==> config.mk <==
export PLATFORM = sky130hd
export DESIGN_NAME = pio_edge_ctrl
export DESIGN_NICKNAME = d
export VERILOG_FILES = /design/src/rtl/pio_pkg.sv /design/src/rtl/pio_rst_sync.sv /design/src/rtl/pio_in_sync.sv /design/src/rtl/pio_capture.sv /design/src/rtl/pio_edge_ctrl.sv
export SDC_FILE = /design/constraint.sdc
export NUM_CORES = 1
export LEC_CHECK = 0
export BUFFER_PORTS_ARGS = -buffer_cell sky130_fd_sc_hd__buf_2
export CAP_MARGIN = 20
export CORE_UTILIZATION = 51
export DETAILED_ROUTE_END_ITERATION = 10
export PLACE_DENSITY = 0.81
export SETUP_SLACK_MARGIN = 0.05
export SLEW_MARGIN = 20
export SYNTH_ARGS = -nofsm -noshare
export SYNTH_HDL_FRONTEND = slang
export SYNTH_HIERARCHICAL = 1
export SYNTH_SLANG_ARGS = --single-unit
==> constraint.sdc <==
create_clock -name clk -period 13.15 [get_ports clk]
set_clock_uncertainty 0.1 [all_clocks]
set_input_delay 1.315 -clock clk [delete_from_list [all_inputs] [get_ports clk]]
set_output_delay 1.315 -clock clk [all_outputs]
set_load 0.02 [all_outputs]
==> src/rtl/pio_pkg.sv <==
package pio_pkg;
  localparam int BUS_W = 32;
  localparam int ADDR_W = 2;

  typedef enum logic [1:0] {
    TRIG_RISE  = 2'd0,
    TRIG_FALL  = 2'd1,
    TRIG_BOTH  = 2'd2,
    TRIG_LEVEL = 2'd3
  } pio_trig_e;

  localparam logic [ADDR_W-1:0] IDX_DATA = 2'd0;
  localparam logic [ADDR_W-1:0] IDX_DIR  = 2'd1;
  localparam logic [ADDR_W-1:0] IDX_MASK = 2'd2;
  localparam logic [ADDR_W-1:0] IDX_CAP  = 2'd3;
endpackage

==> src/rtl/pio_rst_sync.sv <==
module pio_rst_sync (
  input  logic clk,
  input  logic arst_n,
  output logic rst_n_o
);
  logic [1:0] stage_q;
  logic [1:0] stage_d;

  always_comb stage_d = {stage_q[0], 1'b1};

  always_ff @(posedge clk or negedge arst_n) begin
    if (!arst_n) stage_q <= 2'b00;
    else         stage_q <= stage_d;
  end

  assign rst_n_o = stage_q[1];
endmodule

==> src/rtl/pio_in_sync.sv <==
module pio_in_sync #(
  parameter int W = 32
) (
  input  logic         clk,
  input  logic         rst_n,
  input  logic [W-1:0] pin_i,
  output logic [W-1:0] lvl_o,
  output logic [W-1:0] rise_o,
  output logic [W-1:0] fall_o
);
  logic [W-1:0] meta_q, lvl_q, prev_q;

  always_ff @(posedge clk or negedge rst_n) begin
    if (!rst_n) begin
      meta_q <= '0;
      lvl_q  <= '0;
      prev_q <= '0;
    end else begin
      meta_q <= pin_i;
      lvl_q  <= meta_q;
      prev_q <= lvl_q;
    end
  end

  assign lvl_o  = lvl_q;
  assign rise_o = lvl_q & ~prev_q;
  assign fall_o = ~lvl_q & prev_q;

  // synchronised level equals the pin two edges earlier
  a_r3_two_stage: assert property (@(posedge clk) disable iff (!rst_n)
    ($past(rst_n) && $past(rst_n, 2)) |-> (lvl_q == $past(pin_i, 2)));
endmodule

==> src/rtl/pio_capture.sv <==
module pio_capture
  import pio_pkg::*;
#(
  parameter int        W       = 32,
  parameter pio_trig_e TRIGGER = TRIG_RISE
) (
  input  logic         clk,
  input  logic         rst_n,
  input  logic [W-1:0] rise_i,
  input  logic [W-1:0] fall_i,
  input  logic [W-1:0] clr_i,
  output logic [W-1:0] cap_o
);
  localparam bit IS_EDGE = (TRIGGER != TRIG_LEVEL);

  logic [W-1:0] hit_w, cap_q, cap_d;

  generate
    if (TRIGGER == TRIG_RISE) begin : g_rise
      assign hit_w = rise_i & ~(fall_i & '0);
    end else if (TRIGGER == TRIG_FALL) begin : g_fall
      assign hit_w = fall_i & ~(rise_i & '0);
    end else if (TRIGGER == TRIG_BOTH) begin : g_both
      assign hit_w = rise_i | fall_i;
    end else begin : g_none
      assign hit_w = (rise_i | fall_i) & '0;
    end
  endgenerate

  // new edge wins over a clearing write to the same bit
  always_comb begin
    if (IS_EDGE) cap_d = (cap_q & ~clr_i) | hit_w;
    else         cap_d = '0;
  end

  always_ff @(posedge clk or negedge rst_n) begin
    if (!rst_n) cap_q <= '0;
    else        cap_q <= cap_d;
  end

  assign cap_o = cap_q;

  // a bit hit by an edge is set in the next cycle whatever the clear
  a_r10_edge_wins: assert property (@(posedge clk) disable iff (!rst_n)
    (hit_w != '0) |=> ((cap_q & $past(hit_w)) == $past(hit_w)));
  // cleared bits without a new edge read zero afterwards
  a_r7_w1c: assert property (@(posedge clk) disable iff (!rst_n)
    ((clr_i & ~hit_w) != '0) |=> ((cap_q & $past(clr_i & ~hit_w)) == '0));
  // a capture bit only turns on because of a qualifying edge
  a_r6_only_on_edge: assert property (@(posedge clk) disable iff (!rst_n)
    $past(rst_n) |-> ((cap_q & ~$past(cap_q) & ~$past(hit_w)) == '0));
endmodule

==> src/rtl/pio_edge_ctrl.sv <==
module pio_edge_ctrl
  import pio_pkg::*;
#(
  parameter int        PIN_COUNT = 32,
  parameter pio_trig_e TRIGGER   = TRIG_RISE
) (
  input  logic                 clk,
  input  logic                 rst_n,
  input  logic                 bus_sel,
  input  logic                 bus_wr,
  input  logic [ADDR_W-1:0]    bus_addr,
  input  logic [BUS_W-1:0]     bus_wdata,
  output logic [BUS_W-1:0]     bus_rdata,
  input  logic [PIN_COUNT-1:0] pin_in,
  output logic [PIN_COUNT-1:0] pin_out,
  output logic [PIN_COUNT-1:0] pin_oe,
  output logic                 irq
);
  localparam int W = PIN_COUNT;

  generate
    if (W < 1 || W > BUS_W) begin : g_bad_width
      $error("PIN_COUNT must lie in 1..32");
    end
  endgenerate

  logic         rst_n_s;
  logic         wr_en;
  logic [W-1:0] wfield;
  logic [W-1:0] lvl_w, rise_w, fall_w, cap_w, clr_w;
  logic [W-1:0] out_q, out_d, dir_q, dir_d, mask_q, mask_d;

  pio_rst_sync u_rst (
    .clk     (clk),
    .arst_n  (rst_n),
    .rst_n_o (rst_n_s)
  );

  pio_in_sync #(.W(W)) u_sync (
    .clk    (clk),
    .rst_n  (rst_n_s),
    .pin_i  (pin_in),
    .lvl_o  (lvl_w),
    .rise_o (rise_w),
    .fall_o (fall_w)
  );

  assign wr_en  = bus_sel & bus_wr;
  assign wfield = bus_wdata[W-1:0];
  assign clr_w  = (wr_en && bus_addr == IDX_CAP) ? wfield : '0;

  pio_capture #(.W(W), .TRIGGER(TRIGGER)) u_cap (
    .clk    (clk),
    .rst_n  (rst_n_s),
    .rise_i (rise_w),
    .fall_i (fall_w),
    .clr_i  (clr_w),
    .cap_o  (cap_w)
  );

  always_comb begin
    out_d  = (wr_en && bus_addr == IDX_DATA) ? wfield : out_q;
    dir_d  = (wr_en && bus_addr == IDX_DIR)  ? wfield : dir_q;
    mask_d = (wr_en && bus_addr == IDX_MASK) ? wfield : mask_q;
  end

  always_ff @(posedge clk or negedge rst_n_s) begin
    if (!rst_n_s) begin
      out_q  <= '0;
      dir_q  <= '0;
      mask_q <= '0;
    end else begin
      out_q  <= out_d;
      dir_q  <= dir_d;
      mask_q <= mask_d;
    end
  end

  always_comb begin
    bus_rdata = '0;
    case (bus_addr)
      IDX_DATA: bus_rdata[W-1:0] = lvl_w;
      IDX_DIR:  bus_rdata[W-1:0] = dir_q;
      IDX_MASK: bus_rdata[W-1:0] = mask_q;
      default:  bus_rdata[W-1:0] = cap_w;
    endcase
  end

  assign pin_out = out_q;
  assign pin_oe  = dir_q;

  generate
    if (TRIGGER == TRIG_LEVEL) begin : g_irq_level
      assign irq = |(lvl_w & mask_q);
      // irq can only rise with some pin enabled
      a_r9_needs_enable: assert property (@(posedge clk) disable iff (!rst_n_s)
        $rose(irq) |-> (mask_q != '0));
    end else begin : g_irq_edge
      assign irq = |(cap_w & mask_q);
      // in edge modes irq only drops after a capture or enable write
      a_r8_sticky_irq: assert property (@(posedge clk) disable iff (!rst_n_s)
        $fell(irq) |-> $past(wr_en && (bus_addr == IDX_CAP || bus_addr == IDX_MASK)));
    end
  endgenerate

  // a direction write shows on pin_oe in the next cycle
  a_r4_dir_to_oe: assert property (@(posedge clk) disable iff (!rst_n_s)
    (wr_en && bus_addr == IDX_DIR) |=> (pin_oe == $past(wfield)));
  // without a select the enable register holds
  a_r12_no_sel_hold: assert property (@(posedge clk) disable iff (!rst_n_s)
    (!bus_sel && $past(rst_n_s)) |=> $stable(mask_q));
endmodule

==> results of run 1 <==
==> per-layer routing <==
metal | wire length (um) | GRT usage | up-vias
met3 | 992 | 0.0469 | 29
met1 | 7940 | 0.290 | 2659
met5 | 0 | 0 | -
li1 | - | - | 2200
met2 | 9130 | 0.365 | 164
met4 | 376 | 0.0549 | 0
==> final timing paths <==
kind / slack [ns] / end / startpoint
worst max-delay path: 8.95 / bus_rdata[19] / bus_addr[0]
worst min-delay path: 0.25 / u_sync/lvl_o[23] / u_sync/meta_q[23]
worst max register to register: 11.16 / pin_out[23] / u_rst/stage_q[1]
worst min register to register: 0.25 / u_sync/lvl_o[23] / u_sync/meta_q[23]
max in group asynchronous: 11.16 / pin_out[23] / u_rst/stage_q[1]
min in group asynchronous: 0.31 / u_cap/cap_o[27] / u_rst/stage_q[1]
==> metrics by stage <==
step / power (W) / cell area (sq um) / instances
2_1_floorplan: 0.00105 / 8650 / 529
3_3_place_gp: 0.00115 / 9670 / 899
3_5_place_dp: 0.00117 / 9670 / 899
4_1_cts: 0.00178 / 10400 / 938
5_1_grt: 0.00183 / 10400 / 938
6_report: 0.00176 / 10400 / 938
==> cell type report <==
class,instances,area (sq um),share of cell area
clock buffers,32,639,0.0616
flip-flops and latches,226,5660,0.545
clock inverters,7,60.1,0.00579
well taps,220,275,0.0265
repair buffers,170,865,0.0833
inverters,32,120,0.0116
multi-input cells,251,2760,0.266
==> power breakdown <==
part	total (W)	internal (W)	switching (W)
sequential	0.000848	0.000783	0.0000649
combinational	0.000305	0.000140	0.000165
clock	0.000609	0.000357	0.000252
==> flip-flops by register name (all words and copies together), names as in the netlist <==
name / flops
u_sync/lvl_o: 32
pin_out: 32
u_rst/stage_q: 2
u_sync/prev_q: 32
pin_oe: 32
u_sync/meta_q: 32
mask_q: 32
u_cap/cap_o: 32
==> worst max-delay path, delay by kind of cell <==
kind | cells | cell delay [ns]
mux | 1 | 0.60
buf+inv | 3 | 0.84
==> metrics.md, run 1 <==
| Metric | Value |
|---|---|
| Vias/cell | 5.39 |
| PwrDens | 170 mW/mm^2 |
| Core area | 0.0166 sq mm |
| Tmin final | 4.20 ns |
| Fin Setup TNS | 0 ns |
| Max H-tree Level | 1 |
| Hpwl dp | 12100 um |
| Iter 0 DRT Violations | 241 |
| Final Core Density | 0.626 |
| Place WS | 8.91 ns |
| Setup-failing EPs final | 0 |
| Final Max Slew Viols | 0 |
| Status | finished, final reports clean |
| Final Hold Viols | 0 |
| Reg2reg path depth | 1 |
| Fmax achieved | 238 MHz |
| Slowest stage cell, crit path | mux4_2 |
| Vias in the first global route | 5356 |
| Critical Path Source Type | input pin |
| Port-buffer cells | 166 |
| Final antenna diode count | 0 |
| First-pass GRT wire length | 29500 um |
| Worst hold slack | 0.246 ns |
| Cell Area, Synth | 0.00865 sq mm |
| Most frequent cells in the layout | dfrtp_1 (225), buf_2 (166), mux2_2 (87) |
| Area grow syn2layout | 20.0% |
| Hold WC Path Type | reg -> reg |
| Crit path max fanout | 36 |
| Req. time, crit path | 11.73 ns |
| CTS tree | done |
| Worst-margin pin slew | 1.06 ns |
| CTS Hold Bufs | 0 |
| Die Span X | 132 um |
| Pre-antenna DRT Iters | 6 |
| Slew HR | 0.292 |
| Clk root buf | clkbuf_16 |
| Overflow after GRT | 0 |
| Starting Density | 0.521 |
| RSZ-0062 raised after global routing | false |
| Worst setup EP type | primary output |
| Initial antenna violation count | 0 |
| Die height | 132 um |
| Worst vdd ir | 0.124 mV |
| Gates resized, CTS repair | 0 |
| Nets | 774 |
| Critical path type | in -> out |
| CP Data Arrival Time | 2.79 ns |
| # fillers | 1240 |
| Clk Latency, worst-skew pair | 0.50 ns |
| Commonest non-fill, non-tap cell in the layout | dfrtp_1 |
| Cell chain of the critical path | buf_2 -> buf_4 -> mux4_2 -> buf_2 |
| Slowest Stage Delay on Critical Path | 0.60 ns |
| DRC Markers | 0 |
| Post-detailed-route wirelength per cell | 19.7 um |
| Largest net degree at the start of global routing | 87 |
| Leak Pwr | 4.71 nW |
| Final Cycle Share | 0.320 |
| Post-CTS setup repair buffer count | 0 |
| Row count | 47 |
| Layout cell share with drive strength beyond 1 | 0.501 |
| Syn_nets | 599 |
| Final WL | 18400 um |
| Num CTS Buffers | 23 |
| Most common cell on crit path | buf_2 |
| I/O pins | 167 |
| Clock transition at path regs | 0.06 ns |
| Syn_area_per_cell | 16.3 sq um |
| Worst Setup Slack, final | 8.95 ns |
| Mapped Cells | 529 |
| Via count | 5052 |
| Total GRT Usage | 0.217 |
| Placer congestion estimate | 0.789 |
| Die footprint | 0.0175 sq mm |
| Max-cap violations | 0 |
| Clk sink count | 226 |
| Synth Warn # | 6 |
| Clk buf depth | 3 |
| Detail Route Antenna Nets | 0 |
| Hold depth | 0 |
No activity file was read; power rests on OpenSTA's default activity.
==> run 2, diff against run 1 <==
CORE_UTILIZATION = 50   (was 51)
PLACE_DENSITY = 0.83   (was 0.81)
clock period = 3.8 ns   (was 13.15 ns; I/O delays follow)
==> metrics.md, run 2 (synthesis gave the netlist of run 1 again) <==
| Metric | Value |
|---|---|
| Gates resized, CTS repair | 0 |
| Worst-margin pin slew | 1.04 ns |
| Clk buf depth | 3 |
| First-pass GRT wire length | 30100 um |
| Placed Cells | 901 |
| Via count | 5220 |
| I/O pins | 167 |
| Post-CTS setup repair buffer count | 0 |
| RSZ-0062 raised after global routing | false |
| Vias in the first global route | 5683 |
| Iter 0 DRT Violations | 198 |
| Placer congestion estimate | 0.772 |
| Hpwl dp | 11800 um |
| Overflow after GRT | 0 |
| Vias/cell | 5.34 |
| DRC Markers | 0 |
| CP Data Arrival Time | 2.09 ns |
| Die footprint | 0.0178 sq mm |
| Crit path max fanout | 3 |
| Clk Latency, worst-skew pair | 0.50 ns |
| Worst vdd ir | 0.471 mV |
| Final antenna diode count | 0 |
| Final WL | 18600 um |
| Slowest Stage Delay on Critical Path | 0.55 ns |
| Port-buffer cells | 166 |
| Overall Power | 0.00643 W |
| Place WS | 1.16 ns |
| Slowest stage cell, crit path | or4_1 |
| Final Max Slew Viols | 0 |
| Status | finished, final reports clean |
| Die Span X | 134 um |
| Post-Place Cell Area | 0.00971 sq mm |
| Req. time, crit path | 3.32 ns |
| Fmax achieved | 389 MHz |
| Hold WC Path Type | in -> reg |
| Post-Layout Inst Area | 0.0109 sq mm |
| Worst setup EP type | primary output |
| Slew HR | 0.308 |
| Area grow syn2layout | 25.8% |
| Core area | 0.0168 sq mm |
| Detail Route Antenna Nets | 0 |
| Grt peak-use layer | met2 |
| Critical path type | reg -> out |
| Pre-antenna DRT Iters | 4 |
| Layout cell share with drive strength beyond 1 | 0.488 |
| CTS Hold Bufs | 33 |
| Clk sink count | 226 |
| Leak Pwr | 4.93 nW |
| Final Cycle Share | 0.676 |
| Met3 usage | 0.0426 |
| Fin Setup TNS | 0 ns |
| Setup-failing EPs final | 0 |
| Starting Density | 0.516 |
| Most frequent cells in the layout | dfrtp_1 (225), buf_2 (166), mux2_2 (87), dlygate4sd3_1 (33) |
| Final Hold Viols | 0 |
| Worst Setup Slack, final | 1.23 ns |
| Non-filler cells in the finished layout | 978 |
| Total GRT Usage | 0.217 |
| CTS tree | done |
| Tmin final | 2.57 ns |
| Clock transition at path regs | 0.06 ns |
| PwrDens | 591 mW/mm^2 |
| Initial antenna violation count | 0 |
| Row count | 47 |
| Num CTS Buffers | 24 |
| Commonest non-fill, non-tap cell in the layout | dfrtp_1 |
| Met1 Use GR | 0.289 |
| Nets | 810 |
| Post-detailed-route wirelength per cell | 19.0 um |
| Met2 usage | 0.369 |
| Largest net degree at the start of global routing | 91 |
| Die height | 134 um |
| Max H-tree Level | 1 |
| Clk root buf | clkbuf_16 |
| Cell chain of the critical path | a22oi_1 -> nand4_1 -> or4_1 -> buf_2 |
| Critical Path Source Type | flip-flop |
| Max-cap violations | 0 |
run 2: cell types whose count changed in the layout (fill, tap and decap cells not counted), moves of 2 or more:
cell           change
buf_12             +2
clkbuf_1           -4
dlygate4sd3_1     +33
bufinv_16          +2
clkinv_2           +2
clkbuf_16          +2
run 2: critical path, delay by kind of cell, from the launching register on:
family	cells	cell delay, ns
AND/OR/NAND/NOR	2	0.77
buffers and inverters	1	0.18
flip-flops	1	0.40
AO/OA/AOI/OAI	1	0.25
run 2: final timing paths:
path                                         from          endpoint  slack (ns)  cells after the start
worst max-delay path              u_cap/cap_o[23]               irq        1.23                      4
worst min-delay path                bus_wdata[15]       pin_out[15]        0.04                      2
worst max register to register   u_rst/stage_q[1]       pin_out[21]        2.32                      1
worst min register to register  u_sync/meta_q[17]  u_sync/lvl_o[17]        0.24                      0
max in group asynchronous        u_rst/stage_q[1]       pin_out[21]        2.32                      1
min in group asynchronous                   rst_n  u_rst/stage_q[0]        0.09                      2
run 2: cell type report:
cell class / instances / area (sq um)
Inverter: 32 / 120
Tap cell: 220 / 275
Multi-Input combinational cell: 251 / 2760
Clock inverter: 13 / 146
Sequential cell: 226 / 5660
Clock buffer: 31 / 688
Timing Repair Buffer: 205 / 1230
Fill cell: 1167 / 5880
run 2: routing by layer:
| metal | wire length (um) | vias up | part of all wire |
|---|---|---|---|
| met5 | 0 | - | 0 |
| met4 | 350 | 0 | 0.019 |
| met3 | 998 | 34 | 0.054 |
| met2 | 9260 | 174 | 0.50 |
| met1 | 7960 | 2730 | 0.43 |
| li1 | - | 2282 | - |
run 2: where the power goes:
group	total [W]	internal (W)	switching (W)	leakage, nW
logic	0.00110	0.000511	0.000586	1.92
clock network	0.00241	0.00148	0.000924	0.418
registers	0.00292	0.00271	0.000215	2.59
run 2: through the flow:
step	hold slack, ns	utilization
CTS	0.0185	0.649
detailed placement	0.0693	0.580
global placement	0.0648	0.580
global route	0.0261	0.649
floorplan	-0.0156	-
finish	0.0387	0.649
==> run 3, diff against run 2 <==
ABC_AREA = 1   (was not set)
CORE_UTILIZATION = 51   (was 50)
PLACE_DENSITY = 0.81   (was 0.83)
clock period = 2.37 ns   (was 3.8 ns; I/O delays follow)
==> metrics.md, run 3 <==
| Metric | Value |
|---|---|
| Via count | 6940 |
| Critical path type | reg -> out |
| CP Data Arrival Time | 1.61 ns |
| Worst setup EP type | primary output |
| Most frequent cells in the layout | nand2_1 (344), dfrtp_1 (225), buf_2 (166), inv_1 (130), nor2_1 (74) |
| Post-Layout Inst Area | 0.0111 sq mm |
| Placed Cells | 1311 |
| Syn_area_per_cell | 9.11 sq um |
| First-pass GRT wire length | 33900 um |
| Area grow syn2layout | 29.1% |
| Vias/cell | 4.88 |
| Clock transition at path regs | 0.06 ns |
| Place WS | 0.615 ns |
| Max-cap violations | 0 |
| DRC Markers | 0 |
| Final Core Density | 0.672 |
| Overflow after GRT | 0 |
| Max H-tree Level | 1 |
| Clk root buf | clkbuf_16 |
| Leak Pwr | 5.75 nW |
| Critical Path Source Type | flip-flop |
| Synth Warn # | 6 |
| Final Cycle Share | 0.822 |
| # fillers | 1256 |
| Final Hold Viols | 0 |
| Vias in the first global route | 6883 |
| PwrDens | 868 mW/mm^2 |
| Die Span X | 132 um |
| Syn_nets | 1014 |
| Placer congestion estimate | 0.798 |
| Layout cell share with drive strength beyond 1 | 0.183 |
| Hold WC Path Type | reg -> async |
| Fmax achieved | 513 MHz |
| Crit path max fanout | 3 |
| Largest net degree at the start of global routing | 85 |
| Mapped Cells | 944 |
| Req. time, crit path | 2.03 ns |
| Cell Area, Synth | 0.00860 sq mm |
| CTS Hold Bufs | 66 |
| Nets | 1252 |
| Total GRT Usage | 0.244 |
| Die footprint | 0.0174 sq mm |
| Die height | 132 um |
| Post-Place Cell Area | 0.00972 sq mm |
| Setup-failing EPs final | 0 |
| Iter 0 DRT Violations | 411 |
| Reg2reg path depth | 1 |
| Overall Power | 0.00964 W |
| Tmin final | 1.95 ns |
| Final Max Slew Viols | 0 |
| Status | finished, final reports clean |
| Worst R2R End | pin_out[29] |
| Final WL | 20600 um |
| I/O pins | 167 |
| Clk buf depth | 3 |
| Reg2Reg Setup Slack | 1.32 ns |
| RSZ-0062 raised after global routing | false |
| Clk sink count | 226 |
| Pre-antenna DRT Iters | 5 |
| Worst Setup Slack, final | 0.423 ns |
| Hpwl dp | 12500 um |
| Core area | 0.0165 sq mm |
| Post-CTS setup repair buffer count | 0 |
| Post-detailed-route wirelength per cell | 14.5 um |
| Initial antenna violation count | 1 |
| CTS tree | done |
| Detail Route Antenna Nets | 0 |
| Starting Density | 0.520 |
| Gates resized, CTS repair | 0 |
| Row count | 47 |
| Commonest non-fill, non-tap cell in the layout | nand2_1 |
| Worst vdd ir | 0.667 mV |
| Clk Latency, worst-skew pair | 0.49 ns |
| Non-filler cells in the finished layout | 1422 |
| Reg2reg start | u_rst/stage_q[1] |
| Port-buffer cells | 166 |
| Num CTS Buffers | 23 |
==> run 3: power by group <==
part,leakage [nW],switching [W],internal [W],total [W]
clock network,0.343,0.00141,0.00204,0.00345
registers,2.65,0.000294,0.00429,0.00458
logic,2.76,0.00103,0.000582,0.00161
total,5.75,0.00273,0.00691,0.00964
==> run 3: worst max path at each step <==
stage	from	end	cells after the start
global placement	bus_addr[0]	u_cap/cap_o[16]	10
CTS	u_cap/cap_o[24]	irq	7
detailed placement	bus_addr[0]	u_cap/cap_o[16]	10
global route	mask_q[6]	irq	7
floorplan	u_rst/stage_q[1]	mask_q[0]	0
finish	u_cap/cap_o[24]	irq	7
==> run 3: metrics by stage <==
| step | TNS (ns) | hold WS [ns] |
|---|---|---|
| detailed placement | 0 | -0.0770 |
| global placement | 0 | -0.0768 |
| floorplan | -3.73 | -0.159 |
| CTS | 0 | 0.129 |
| finish | 0 | 0.121 |
| global route | 0 | 0.147 |
==> run 3: metal layers <==
layer | up-vias | part of all wire | GRT usage
li1 | 3352 | - | -
met1 | 3327 | 0.43 | 0.326
met2 | 241 | 0.49 | 0.416
met3 | 20 | 0.068 | 0.0442
met4 | 0 | 0.012 | 0.0588
met5 | - | 0 | 0
==> run 3: cell type report <==
type | count | area, sq um | area share
multi-input combinational | 553 | 2310 | 0.208
sequential | 226 | 5660 | 0.510
clock buffer | 34 | 627 | 0.0565
clock inverter | 6 | 82.6 | 0.00744
antenna | 5 | 12.5 | 0.00113
timing repair buffer | 246 | 1650 | 0.148
tap | 220 | 275 | 0.0248
inverter | 132 | 495 | 0.0446
==> run 3: critical path: stages (launching register included) <==
cell	delay, ns
dfrtp_1	0.40
nand2_1	0.07
nand2_1	0.08
nor2_1	0.19
nand2_1	0.07
nor2_1	0.10
nand2_1	0.05
buf_2	0.16
